==> config.mk <==
export PLATFORM = sky130hd
export DESIGN_NAME = gpx_expander
export DESIGN_NICKNAME = d
export VERILOG_FILES = /design/src/rtl/gpx_pkg.sv /design/src/rtl/gpx_line_filter.sv /design/src/rtl/gpx_i2c_target.sv /design/src/rtl/gpx_regs.sv /design/src/rtl/gpx_expander.sv
export SDC_FILE = /design/constraint.sdc
export NUM_CORES = 1
export LEC_CHECK = 0
export ABC_AREA = 1
export CAP_MARGIN = 40
export CORE_MARGIN = 5
export CORE_UTILIZATION = 46
export DETAILED_ROUTE_END_ITERATION = 10
export DONT_BUFFER_PORTS = 1
export GPL_TIMING_DRIVEN = 0
export SLEW_MARGIN = 20
export SYNTH_ARGS = -nofsm -noshare
export SYNTH_HDL_FRONTEND = slang
export SYNTH_SLANG_ARGS = --single-unit
==> constraint.sdc <==
create_clock -name clk -period 3.95 [get_ports clk]
set_input_delay 0.9875 -clock clk [delete_from_list [all_inputs] [get_ports clk]]
set_output_delay 0.9875 -clock clk [all_outputs]
set_load 0.05 [all_outputs]
==> src/rtl/gpx_pkg.sv <==
package gpx_pkg;
   typedef enum logic [1:0] {
      REG_IN  = 2'd0,
      REG_OUT = 2'd1,
      REG_POL = 2'd2,
      REG_DIR = 2'd3
   } gpx_reg_e;

   typedef enum logic [2:0] {
      T_IDLE,
      T_ADDR,
      T_AACK,
      T_WDAT,
      T_WACK,
      T_RDAT,
      T_RACK
   } gpx_tgt_e;
endpackage

==> src/rtl/gpx_line_filter.sv <==
module gpx_line_filter #(
   parameter int   SYNC_STAGES = 2,
   parameter int   FILT_LEN    = 3,
   parameter logic IDLE_LEVEL  = 1'b1
) (
   input  logic clk,
   input  logic rst_n,
   input  logic line_i,
   output logic line_o
);
   logic [SYNC_STAGES-1:0] sync_q;
   logic [FILT_LEN-1:0]    hist_q;

   always_ff @(posedge clk or negedge rst_n) begin
      if (!rst_n) begin
         sync_q <= {SYNC_STAGES{IDLE_LEVEL}};
         hist_q <= {FILT_LEN{IDLE_LEVEL}};
         line_o <= IDLE_LEVEL;
      end else begin
         sync_q <= {sync_q[SYNC_STAGES-2:0], line_i};
         hist_q <= {hist_q[FILT_LEN-2:0], sync_q[SYNC_STAGES-1]};
         if (&hist_q)
            line_o <= 1'b1;
         else if (~|hist_q)
            line_o <= 1'b0;
      end
   end
endmodule

==> src/rtl/gpx_i2c_target.sv <==
module gpx_i2c_target
   import gpx_pkg::*;
#(
   parameter int BYTE_W = 8
) (
   input  logic              clk,
   input  logic              rst_n,
   input  logic              scl_f,
   input  logic              sda_f,
   input  logic [6:0]        my_addr,
   input  logic [BYTE_W-1:0] rd_data,
   output logic              sda_oe,
   output logic              wr_stb,
   output logic              wr_first,
   output logic [BYTE_W-1:0] wr_byte,
   output logic              start_det,
   output logic              stop_det
);
   localparam int CNT_W = $clog2(BYTE_W + 1);

   gpx_tgt_e          state_q;
   logic              scl_q, sda_q;
   logic [CNT_W-1:0]  bit_q;
   logic [BYTE_W-1:0] shift_q, tx_q;
   logic              rw_q, first_q, nack_q;
   logic              scl_rise, scl_fall;

   always_ff @(posedge clk or negedge rst_n) begin
      if (!rst_n) begin
         scl_q <= 1'b1;
         sda_q <= 1'b1;
      end else begin
         scl_q <= scl_f;
         sda_q <= sda_f;
      end
   end

   assign scl_rise  = scl_f & ~scl_q;
   assign scl_fall  = ~scl_f & scl_q;
   assign start_det = scl_f & scl_q & sda_q & ~sda_f;
   assign stop_det  = scl_f & scl_q & ~sda_q & sda_f;

   always_ff @(posedge clk or negedge rst_n) begin
      if (!rst_n) begin
         state_q  <= T_IDLE;
         bit_q    <= '0;
         shift_q  <= '0;
         tx_q     <= '0;
         rw_q     <= 1'b0;
         first_q  <= 1'b0;
         nack_q   <= 1'b0;
         sda_oe   <= 1'b0;
         wr_stb   <= 1'b0;
         wr_first <= 1'b0;
         wr_byte  <= '0;
      end else begin
         wr_stb <= 1'b0;
         if (start_det) begin
            state_q <= T_ADDR;
            bit_q   <= '0;
            sda_oe  <= 1'b0;
         end else if (stop_det) begin
            state_q <= T_IDLE;
            sda_oe  <= 1'b0;
         end else if (scl_rise) begin
            case (state_q)
               T_ADDR, T_WDAT: begin
                  shift_q <= {shift_q[BYTE_W-2:0], sda_f};
                  bit_q   <= bit_q + 1'b1;
               end
               T_RDAT: bit_q  <= bit_q + 1'b1;
               T_RACK: nack_q <= sda_f;
               default: ;
            endcase
         end else if (scl_fall) begin
            case (state_q)
               T_ADDR: begin
                  if (bit_q == CNT_W'(BYTE_W)) begin
                     if (shift_q[7:1] == my_addr) begin
                        state_q <= T_AACK;
                        sda_oe  <= 1'b1;
                        rw_q    <= shift_q[0];
                     end else begin
                        state_q <= T_IDLE;
                     end
                  end
               end
               T_AACK: begin
                  bit_q <= '0;
                  if (rw_q) begin
                     state_q <= T_RDAT;
                     tx_q    <= rd_data;
                     sda_oe  <= ~rd_data[BYTE_W-1];
                  end else begin
                     state_q <= T_WDAT;
                     sda_oe  <= 1'b0;
                     first_q <= 1'b1;
                  end
               end
               T_WDAT: begin
                  if (bit_q == CNT_W'(BYTE_W)) begin
                     state_q  <= T_WACK;
                     sda_oe   <= 1'b1;
                     wr_stb   <= 1'b1;
                     wr_byte  <= shift_q;
                     wr_first <= first_q;
                     first_q  <= 1'b0;
                  end
               end
               T_WACK: begin
                  state_q <= T_WDAT;
                  sda_oe  <= 1'b0;
                  bit_q   <= '0;
               end
               T_RDAT: begin
                  if (bit_q == CNT_W'(BYTE_W)) begin
                     state_q <= T_RACK;
                     sda_oe  <= 1'b0;
                  end else begin
                     tx_q   <= {tx_q[BYTE_W-2:0], 1'b0};
                     sda_oe <= ~tx_q[BYTE_W-2];
                  end
               end
               T_RACK: begin
                  bit_q <= '0;
                  if (nack_q) begin
                     state_q <= T_IDLE;
                  end else begin
                     state_q <= T_RDAT;
                     tx_q    <= rd_data;
                     sda_oe  <= ~rd_data[BYTE_W-1];
                  end
               end
               default: ;
            endcase
         end
      end
   end
endmodule

==> src/rtl/gpx_regs.sv <==
module gpx_regs
   import gpx_pkg::*;
#(
   parameter int PORT_W      = 8,
   parameter int SYNC_STAGES = 2
) (
   input  logic              clk,
   input  logic              rst_n,
   input  logic              wr_stb,
   input  logic              wr_first,
   input  logic [PORT_W-1:0] wr_byte,
   input  logic [PORT_W-1:0] pin_i,
   output logic [PORT_W-1:0] rd_data,
   output logic [PORT_W-1:0] pin_o,
   output logic [PORT_W-1:0] pin_oe,
   output gpx_reg_e          ptr_q,
   output logic [PORT_W-1:0] out_q,
   output logic [PORT_W-1:0] pol_q,
   output logic [PORT_W-1:0] cfg_q
);
   logic [SYNC_STAGES-1:0][PORT_W-1:0] psync_q;
   logic [PORT_W-1:0] pin_s;

   always_ff @(posedge clk or negedge rst_n) begin
      if (!rst_n) psync_q <= '0;
      else        psync_q <= {psync_q[SYNC_STAGES-2:0], pin_i};
   end
   assign pin_s = psync_q[SYNC_STAGES-1];

   always_ff @(posedge clk or negedge rst_n) begin
      if (!rst_n) begin
         ptr_q <= REG_IN;
         out_q <= '1;
         pol_q <= '0;
         cfg_q <= '1;
      end else if (wr_stb) begin
         if (wr_first) begin
            ptr_q <= gpx_reg_e'(wr_byte[1:0]);
         end else begin
            case (ptr_q)
               REG_OUT: out_q <= wr_byte;
               REG_POL: pol_q <= wr_byte;
               REG_DIR: cfg_q <= wr_byte;
               default: ;
            endcase
         end
      end
   end

   always_comb begin
      case (ptr_q)
         REG_IN:  rd_data = pin_s ^ pol_q;
         REG_OUT: rd_data = out_q;
         REG_POL: rd_data = pol_q;
         default: rd_data = cfg_q;
      endcase
   end

   for (genvar i = 0; i < PORT_W; i++) begin : g_pin
      assign pin_oe[i] = ~cfg_q[i];
      assign pin_o[i]  = cfg_q[i] ? 1'b0 : out_q[i];
   end
endmodule

==> src/rtl/gpx_expander.sv <==
module gpx_expander
   import gpx_pkg::*;
#(
   parameter int VARIANT     = 0,
   parameter int PORT_W      = 8,
   parameter int FILT_LEN    = 3,
   parameter int SYNC_STAGES = 2
) (
   input  logic              clk,
   input  logic              rst_n,
   input  logic              scl_i,
   input  logic              sda_i,
   output logic              sda_oe,
   input  logic [2:0]        strap_i,
   input  logic [PORT_W-1:0] pin_i,
   output logic [PORT_W-1:0] pin_o,
   output logic [PORT_W-1:0] pin_oe
);
   localparam int N_LINES = 2;

   if (PORT_W != 8) begin : g_bad_w
      $error("gpx_expander: PORT_W must be 8");
   end
   if (VARIANT != 0 && VARIANT != 1) begin : g_bad_v
      $error("gpx_expander: VARIANT must be 0 or 1");
   end
   if (FILT_LEN < 2 || SYNC_STAGES < 2) begin : g_bad_f
      $error("gpx_expander: FILT_LEN and SYNC_STAGES must be at least 2");
   end

   logic [3:0] prefix;
   if (VARIANT == 0) begin : g_pfx_a
      assign prefix = 4'b0100;
   end else begin : g_pfx_b
      assign prefix = 4'b0111;
   end

   logic [N_LINES-1:0] line_raw, line_f;
   logic scl_f, sda_f;
   assign line_raw = {sda_i, scl_i};
   for (genvar k = 0; k < N_LINES; k++) begin : g_filt
      gpx_line_filter #(
         .SYNC_STAGES (SYNC_STAGES),
         .FILT_LEN    (FILT_LEN),
         .IDLE_LEVEL  (1'b1)
      ) u_filt (
         .clk    (clk),
         .rst_n  (rst_n),
         .line_i (line_raw[k]),
         .line_o (line_f[k])
      );
   end
   assign scl_f = line_f[0];
   assign sda_f = line_f[1];

   logic              wr_stb, wr_first, start_det, stop_det;
   logic [PORT_W-1:0] wr_byte, rd_data, out_q, pol_q, cfg_q;
   gpx_reg_e          ptr_q;

   gpx_i2c_target #(.BYTE_W(PORT_W)) u_tgt (
      .clk       (clk),
      .rst_n     (rst_n),
      .scl_f     (scl_f),
      .sda_f     (sda_f),
      .my_addr   ({prefix, strap_i}),
      .rd_data   (rd_data),
      .sda_oe    (sda_oe),
      .wr_stb    (wr_stb),
      .wr_first  (wr_first),
      .wr_byte   (wr_byte),
      .start_det (start_det),
      .stop_det  (stop_det)
   );

   gpx_regs #(.PORT_W(PORT_W), .SYNC_STAGES(SYNC_STAGES)) u_regs (
      .clk      (clk),
      .rst_n    (rst_n),
      .wr_stb   (wr_stb),
      .wr_first (wr_first),
      .wr_byte  (wr_byte),
      .pin_i    (pin_i),
      .rd_data  (rd_data),
      .pin_o    (pin_o),
      .pin_oe   (pin_oe),
      .ptr_q    (ptr_q),
      .out_q    (out_q),
      .pol_q    (pol_q),
      .cfg_q    (cfg_q)
   );
endmodule

Word level (Yosys, flattened, before mapping)
Cells that the tools add are included.

storage, ports and cells
  register bits after elaboration = 92
  logic and storage cells = 159
  bits of input ports = 15
  output and inout port bits = 17

operators by class
  reductions and logical operators = 27
  bitwise gates (word level) = 26
  muxes and demuxes = 54
  add/sub/neg operators = 1
  eq/ne operators = 26

operator list
  operator            number
  $mux 1              30
  $mux 3              9
  $mux 4              6
  $pmux 8 s3          1
  $mux 7              3
  $pmux 7 s3          1
  $reduce_and 7->1    3
  $not 1->1           18
  $pmux 3 s6          1
  $ne 4x3->1 const B  4
  $reduce_and 3->1    5
  $reduce_and 4->1    3
  $reduce_and 6->1    2
  $reduce_bool 3->1   4
  $reduce_or 3->1     4
  $eq 3x3->1 const B  3
  $ne 2x1->1 const B  4
  $ne 2x2->1 const B  4
  $reduce_and 8->1    1
  $reduce_bool 8->1   1
  $xor 8x8->8         1
  $and 1x1->1         7
  $eq 7x6->1          1
  $eq 3x2->1 const B  2
  other kinds (14)    16

Logic depth before layout (Yosys ltp)
Gate-level depths: netlist (run 1).

  depth in word-level cells = 9
  depth in mapped cells = 11
  gate-level depth less buffers = 11

Cells and area by module
From an unflattened synthesis (run 1), not the netlist that was laid out.

unflattened totals
  cells, all modules = 509
  area, all modules = 4528.1 µm²

by module, submodules not included
  module           times used  cells an instance  seq. area each (µm²)  area an instance (µm²)
  gpx_i2c_target   1           247                953.4                 2143.3
  gpx_regs         1           232                1071.0                1999.4
  gpx_line_filter  2           14                 157.7                 188.9
  gpx_expander     1           2                  0.0                   7.5

Worst setup path before layout (run 1)
OpenSTA, ideal clock, no wires.

  path type = flip-flop to output port
  start point = register u_regs.out_q[1]
  end point = output pin_o[1]
  cell stages (with the launch flop) = 3
  data arrival time = 1195 ps
  slack = 1767 ps
  cell sequence = dfstp_2 -> inv_1 -> nor2_1

between the ends
  longest elaborated chain between the ends = 1

RTL lines
  item                      line                source
  start: declaration        gpx_regs.sv:17      output logic [PORT_W-1:0] out_q,
  start signal: assignment  gpx_regs.sv:41      REG_OUT: out_q <= wr_byte;
  $mux 1                    gpx_regs.sv:61      assign pin_o[i] = cfg_q[i] ? 1'b0 : out_q[i];
  end: declaration          gpx_expander.sv:16  output logic [PORT_W-1:0] pin_o,

No other way between the ends.

Worst setup path in the final report (run 1)
  start point = register u_regs.out_q[5]
  end point = output pin_o[5]

The elaborated chain is that of the path after synthesis.

==> results of run 1 <==
-- final timing paths --
check / startpoint / end / slack, ps / cells after the start
worst min-delay path: rst_n / u_tgt.tx_q[2]$_DFFE_PN0P_ / 330 / 0
worst max register to register: u_tgt.scl_q$_DFF_PN1_ / u_tgt.wr_byte[6]$_DFFE_PN0P_ / 2090 / 9
max in group asynchronous: rst_n / u_regs.cfg_q[6]$_DFFE_PN1P_ / 3390 / 0
worst max-delay path: u_regs.out_q[5]$_DFFE_PN1P_ / pin_o[5] / 1370 / 2
min in group clk: u_regs.psync_q[3]$_DFF_PN0_ / u_regs.pin_s[3]$_DFF_PN0_ / 360 / 0
worst min register to register: u_regs.psync_q[3]$_DFF_PN0_ / u_regs.pin_s[3]$_DFF_PN0_ / 360 / 0
-- power groups by stage --
stage	clock network [mW]	logic [mW]	registers, mW
after detailed placement	0	0.423	1.17
after global placement	0	0.415	1.17
final	0.581	0.423	1.15
after global routing	0.643	0.491	1.17
after CTS	0.611	0.424	1.15
after floorplan	0	0.348	1.15
-- per-layer routing --
layer	vias to the layer above	share of wire (%)	wire length, um	track usage, %
li1	1547	-	-	-
met1	1433	48	4050	23.0
met5	-	0	0	0
met3	12	4.4	369	3.33
met4	0	1.7	144	5.75
met2	50	46	3860	24.1
-- registers in the layout, indices dropped and copies added (netlist names), 2 cells and up --
| register | flops |
|---|---|
| g_filt.u_filt.line_o | 2 |
| g_filt.u_filt.sync_q | 4 |
| u_tgt.bit_q | 4 |
| u_tgt.wr_byte | 8 |
| u_regs.cfg_q | 8 |
| u_tgt.shift_q | 8 |
| u_regs.psync_q | 8 |
| u_tgt.state_q | 3 |
| u_regs.out_q | 8 |
| u_tgt.tx_q | 7 |
| u_regs.ptr_q | 2 |
| u_regs.pin_s | 8 |
| u_regs.pol_q | 8 |
| g_filt.u_filt.hist_q | 6 |
-- stage by stage --
stage / cell area, um^2 / cells
2_1_floorplan: 4170 / 484
3_3_place_gp: 4300 / 592
3_5_place_dp: 4350 / 599
4_1_cts: 4530 / 615
5_1_grt: 4530 / 615
6_report: 4530 / 615
-- logic make-up (layout without fill, tap and decap cells) --
kind of cell | Yosys count | in the layout | synth area share [%]
adder cells (fa/ha/maj) | 5 | 5 | 1.50
AND/OR/NAND/NOR | 232 | 232 | 24.5
flip-flops | 92 | 92 | 56.2
AO/OA/AOI/OAI | 76 | 76 | 9.64
buffers and inverters | 77 | 100 | 7.78
XOR/XNOR | 2 | 2 | 0.420
-- worst max-delay path: stages (launching register included) --
cell	delay (ps)
dfstp_2	550
inv_1	40
nor2_1	660
-- area by class of cell --
cell class	instances	area (um^2)
fill	874	4230
sequential	92	2340
multi-input combinational	315	1500
inverter	71	269
clock buffer	11	141
tap	108	135
buffer	6	55.1
timing repair buffer	7	52.6
clock inverter	5	37.5
-- cell usage after synthesis (2+ instances only) --
| cell | count |
|---|---|
| dfstp_2 | 30 |
| buf_6 | 4 |
| nor2_2 | 4 |
| nor3_1 | 3 |
| inv_1 | 64 |
| or2_2 | 6 |
| nand3b_1 | 2 |
| buf_2 | 2 |
| a21oi_1 | 10 |
| dfrtp_1 | 62 |
| o21ai_0 | 48 |
| nand3_1 | 24 |
| o21ai_1 | 13 |
| nor2_1 | 37 |
| inv_2 | 6 |
| nand2_2 | 10 |
| nor2_4 | 3 |
| ha_1 | 5 |
| nand2_1 | 138 |
==> results.toml, run 1 <==
[clock_tree]
cts_tree = "built"
cts.clk_slew.worst_paths_ps = 90
h-tree-depth = 3
cts_hold_buf = 0
cts.sinks = 92
post_cts_buffers = 0
root_buffer = "clkbuf_8"
cts_resized = 0
cts-buffers-inserted = 9
clk_latency_ps = 350
ctsLongestPathBuffers = 2

[final_layout]
final_cell_mix = "nand2_1 (138), inv_1 (64), dfrtp_1 (62)"
n_antenna_cell = 0
nNetsFinal = 522
synthToLayoutAreaGrowth_pct = 8.80
drive_gt1_share_pct = 18.5
final_util_pct = 51.7
final_common_cell = "nand2_1"

[sta]
clock-skew-final_ps = 11.5
worst_slack_ps = 1370
tightest_slew_ps = 884
hold_viol_final = 0
setup_viol = 0
rsz0062_at_grt = "false"
timing.hold.ws_ps = 327
fin_tns_setup_ps = 0
final.period_utilization_pct = 65.4
final_max_slew_viol_count = 0
period_minus_slack_ps = 2580
slew-limit-headroom_pct = 40.9
fmax_ghz = 0.387

[route]
drt_iter0_markers = 170
viasPerCell = 4.95
drt_wl_total_um = 8420
wl_per_cell_um = 13.7
drc = 0
num_vias = 3042
first_pass_iters = 4
ant_nets = 0

[run_status]
status = "finished clean"

[logic_synthesis]
synthFlopType = "dfrtp_1"
synthTopCellsByArea = "dfrtp_1 (37%), dfstp_2 (19%), nand2_1 (12%), o21ai_0 (5.8%), inv_1 (5.8%)"
synthArstFlopShare_pct = 100
synth_cell_types = 32
syn_inst = 484
syn_area_per_cell_um2 = 8.61
ys_warn_count = 0
yosysSeqAreaShare_pct = 56.2
syn_area_mm2 = 0.00417
synth_nets = 504
ys_seq_elements = 92
synth_top_cell_by_area = "dfrtp_1"
synth_top_cell_area_share_pct = 37.2
synth_edf_count = 0

[power_and_ir_drop]
power_mw = 2.16
sw_frac_of_total_pct = 32.5
power_frac_seq_pct = 53.5
p_clk_share_pct = 26.9
power.leakage_nw = 2.07
p_per_area_mw_per_mm2 = 476
pwr-share-comb_pct = 19.6
internal-power_mw = 1.46
ir_drop_v = 0.000189
p_sw_mw = 0.700

[placement]
gp_congestion = 0.875
dpl.hpwl_um = 5890
pre_cts_slack_ps = 1730
port_buffers = 0

[grt]
grt_max_degree = 93
grt_pass1_wl_um = 14300
overflow = 0
grt_pass1_vias = 2913
track_usage_pct = 16.0
antenna_found_initial = 0

[worst_setup_path]
cp.arrival_ps = 1600
critPathKind = "register to primary output"
required_ps = 2960
end_kind = "primary output"
cp_max_fo = 3
crit_path_start_kind = "register"

[floorplanning]
num_rows = 34
fp.coreArea_mm2 = 0.00876
start_util_pct = 47.5
ioPinCount = 32
die_x_um = 105
die_y_um = 105
die_area_mm2 = 0.0111

[job]
maxCapViolations = 0

[worst_hold_path]
min_path_type = "input pin to async pin"
Power figures use the tool's default switching activity.
==> run 2, diff against run 1 <==
clock period = 2.5 ns   (was 3.95 ns; I/O delays follow)
==> run 2 against run 1 <==
Against the previous run: critical endpoint unchanged; hold slack got worse by 220 ps; routed wire length rose by 2.1%; register-to-register slack got worse by 1400 ps; utilization rose by 0.31 points.
==> results.toml, run 2 (same netlist as run 1, synthesis figures left out) <==
[worst_setup_path]
critPathKind = "register to primary output"
end_kind = "primary output"
r2r_start = "u_tgt.scl_q$_DFF_PN1_"
r2r_end = "u_tgt.wr_byte[6]$_DFFE_PN0P_"
crit_path_start_kind = "register"
required_ps = 1880
cp_max_fo = 3
reg2reg_depth = 9
reg2reg_slack_ps = 640
cp.arrival_ps = 1600

[power_and_ir_drop]
p_per_area_mw_per_mm2 = 753
ir_drop_v = 0.000299
power.leakage_nw = 2.08
power_mw = 3.44

[grt]
met1_usage_pct = 23.6
track_usage_pct = 16.3
grt.met3_usage_pct = 3.08
grt_max_degree = 63
grt_pass1_wl_um = 14500
busiest_layer = "met2"
grtUsageMet2_pct = 24.5
overflow = 0
grt_pass1_vias = 2914
antenna_found_initial = 0

[placement]
dpl_cell_area_mm2 = 0.00435
gp_congestion = 0.875
pre_cts_slack_ps = 644
port_buffers = 0
dp.cells = 599
dpl.hpwl_um = 5890

[final_layout]
fin_cells = 616
n_antenna_cell = 0
nNetsFinal = 523
finalInstanceArea_mm2 = 0.00456
final_cell_mix = "nand2_1 (138), inv_1 (64), dfrtp_1 (62)"
synthToLayoutAreaGrowth_pct = 9.46
final_common_cell = "nand2_1"
drive_gt1_share_pct = 18.7

[sta]
final.period_utilization_pct = 88.9
slew-limit-headroom_pct = 40.9
worst_slack_ps = 278
rsz0062_at_grt = "false"
clock-skew-final_ps = 12.5
fmax_ghz = 0.450
hold_viol_final = 0
tightest_slew_ps = 884
fin_tns_setup_ps = 0
setup_viol = 0
final_max_slew_viol_count = 0
period_minus_slack_ps = 2220

[clock_tree]
post_cts_buffers = 0
cts_tree = "built"
ctsLongestPathBuffers = 2
root_buffer = "clkbuf_8"
h-tree-depth = 3
cts_hold_buf = 1
cts-buffers-inserted = 9
cts.clk_slew.worst_paths_ps = 100
clk_latency_ps = 360
cts.sinks = 92
cts_resized = 0

[floorplanning]
die_x_um = 105
fp.coreArea_mm2 = 0.00876
die_area_mm2 = 0.0111
die_y_um = 105
ioPinCount = 32
num_rows = 34
start_util_pct = 47.5

[job]
maxCapViolations = 0

[route]
first_pass_iters = 4
drt_wl_total_um = 8600
viasPerCell = 4.98
ant_nets = 0
num_vias = 3066
drc = 0
wl_per_cell_um = 14.0
drt_iter0_markers = 148

[run_status]
status = "finished clean"

[worst_hold_path]
min_path_type = "input pin to async pin"
[run 2: cell count changes in the layout (fill, tap and decap cells not counted)]
cell    change
buf_16      +1
[run 2: how the worst max path moves through the flow]
stage,startpoint,end,slack [ps],depth (start not counted)
after floorplan,u_regs.out_q[1]$_DFFE_PN1P_,pin_o[1],680,2
after global placement,u_regs.out_q[7]$_DFFE_PN1P_,pin_o[7],590,2
after detailed placement,u_tgt.scl_q$_DFF_PN1_,u_tgt.wr_byte[6]$_DFFE_PN0P_,640,9
after CTS,u_regs.out_q[5]$_DFFE_PN1P_,pin_o[5],250,2
after global routing,u_regs.out_q[5]$_DFFE_PN1P_,pin_o[5],210,2
final,u_regs.out_q[5]$_DFFE_PN1P_,pin_o[5],280,2
[run 2: metrics by stage]
step / util [%] / hold slack (ps)
2_1_floorplan: - / 329
5_1_grt: 52.0 / 69.9
6_report: 52.0 / 104
3_3_place_gp: 49.1 / 332
3_5_place_dp: 49.7 / 334
4_1_cts: 52.0 / 79.7
[run 2: layout make-up]
cell class              instances  area (um^2)
fillers                       871         4200
flip-flops and latches         92         2340
multi-input cells             315         1500
inverters                      71          269
clock buffers                  11          141
well taps                     108          135
repair buffers                  8         80.1
plain buffers                   6         55.1
clock inverters                 5         37.5
[run 2: worst max-delay path: stages, from the launching register on]
cell and delay [ps]:
dfstp_2 550, inv_1 40, nor2_1 660
[run 2: routing by layer]
metal,up-vias,routed length (um)
met4,0,170
li1,1553,-
met2,52,3910
met5,-,0
met1,1447,4150
met3,14,368
[run 2: power breakdown]
group	total (mW)	internal (mW)	switching, mW
registers	1.82	1.66	0.157
logic	0.692	0.249	0.443
clock network	0.924	0.393	0.530
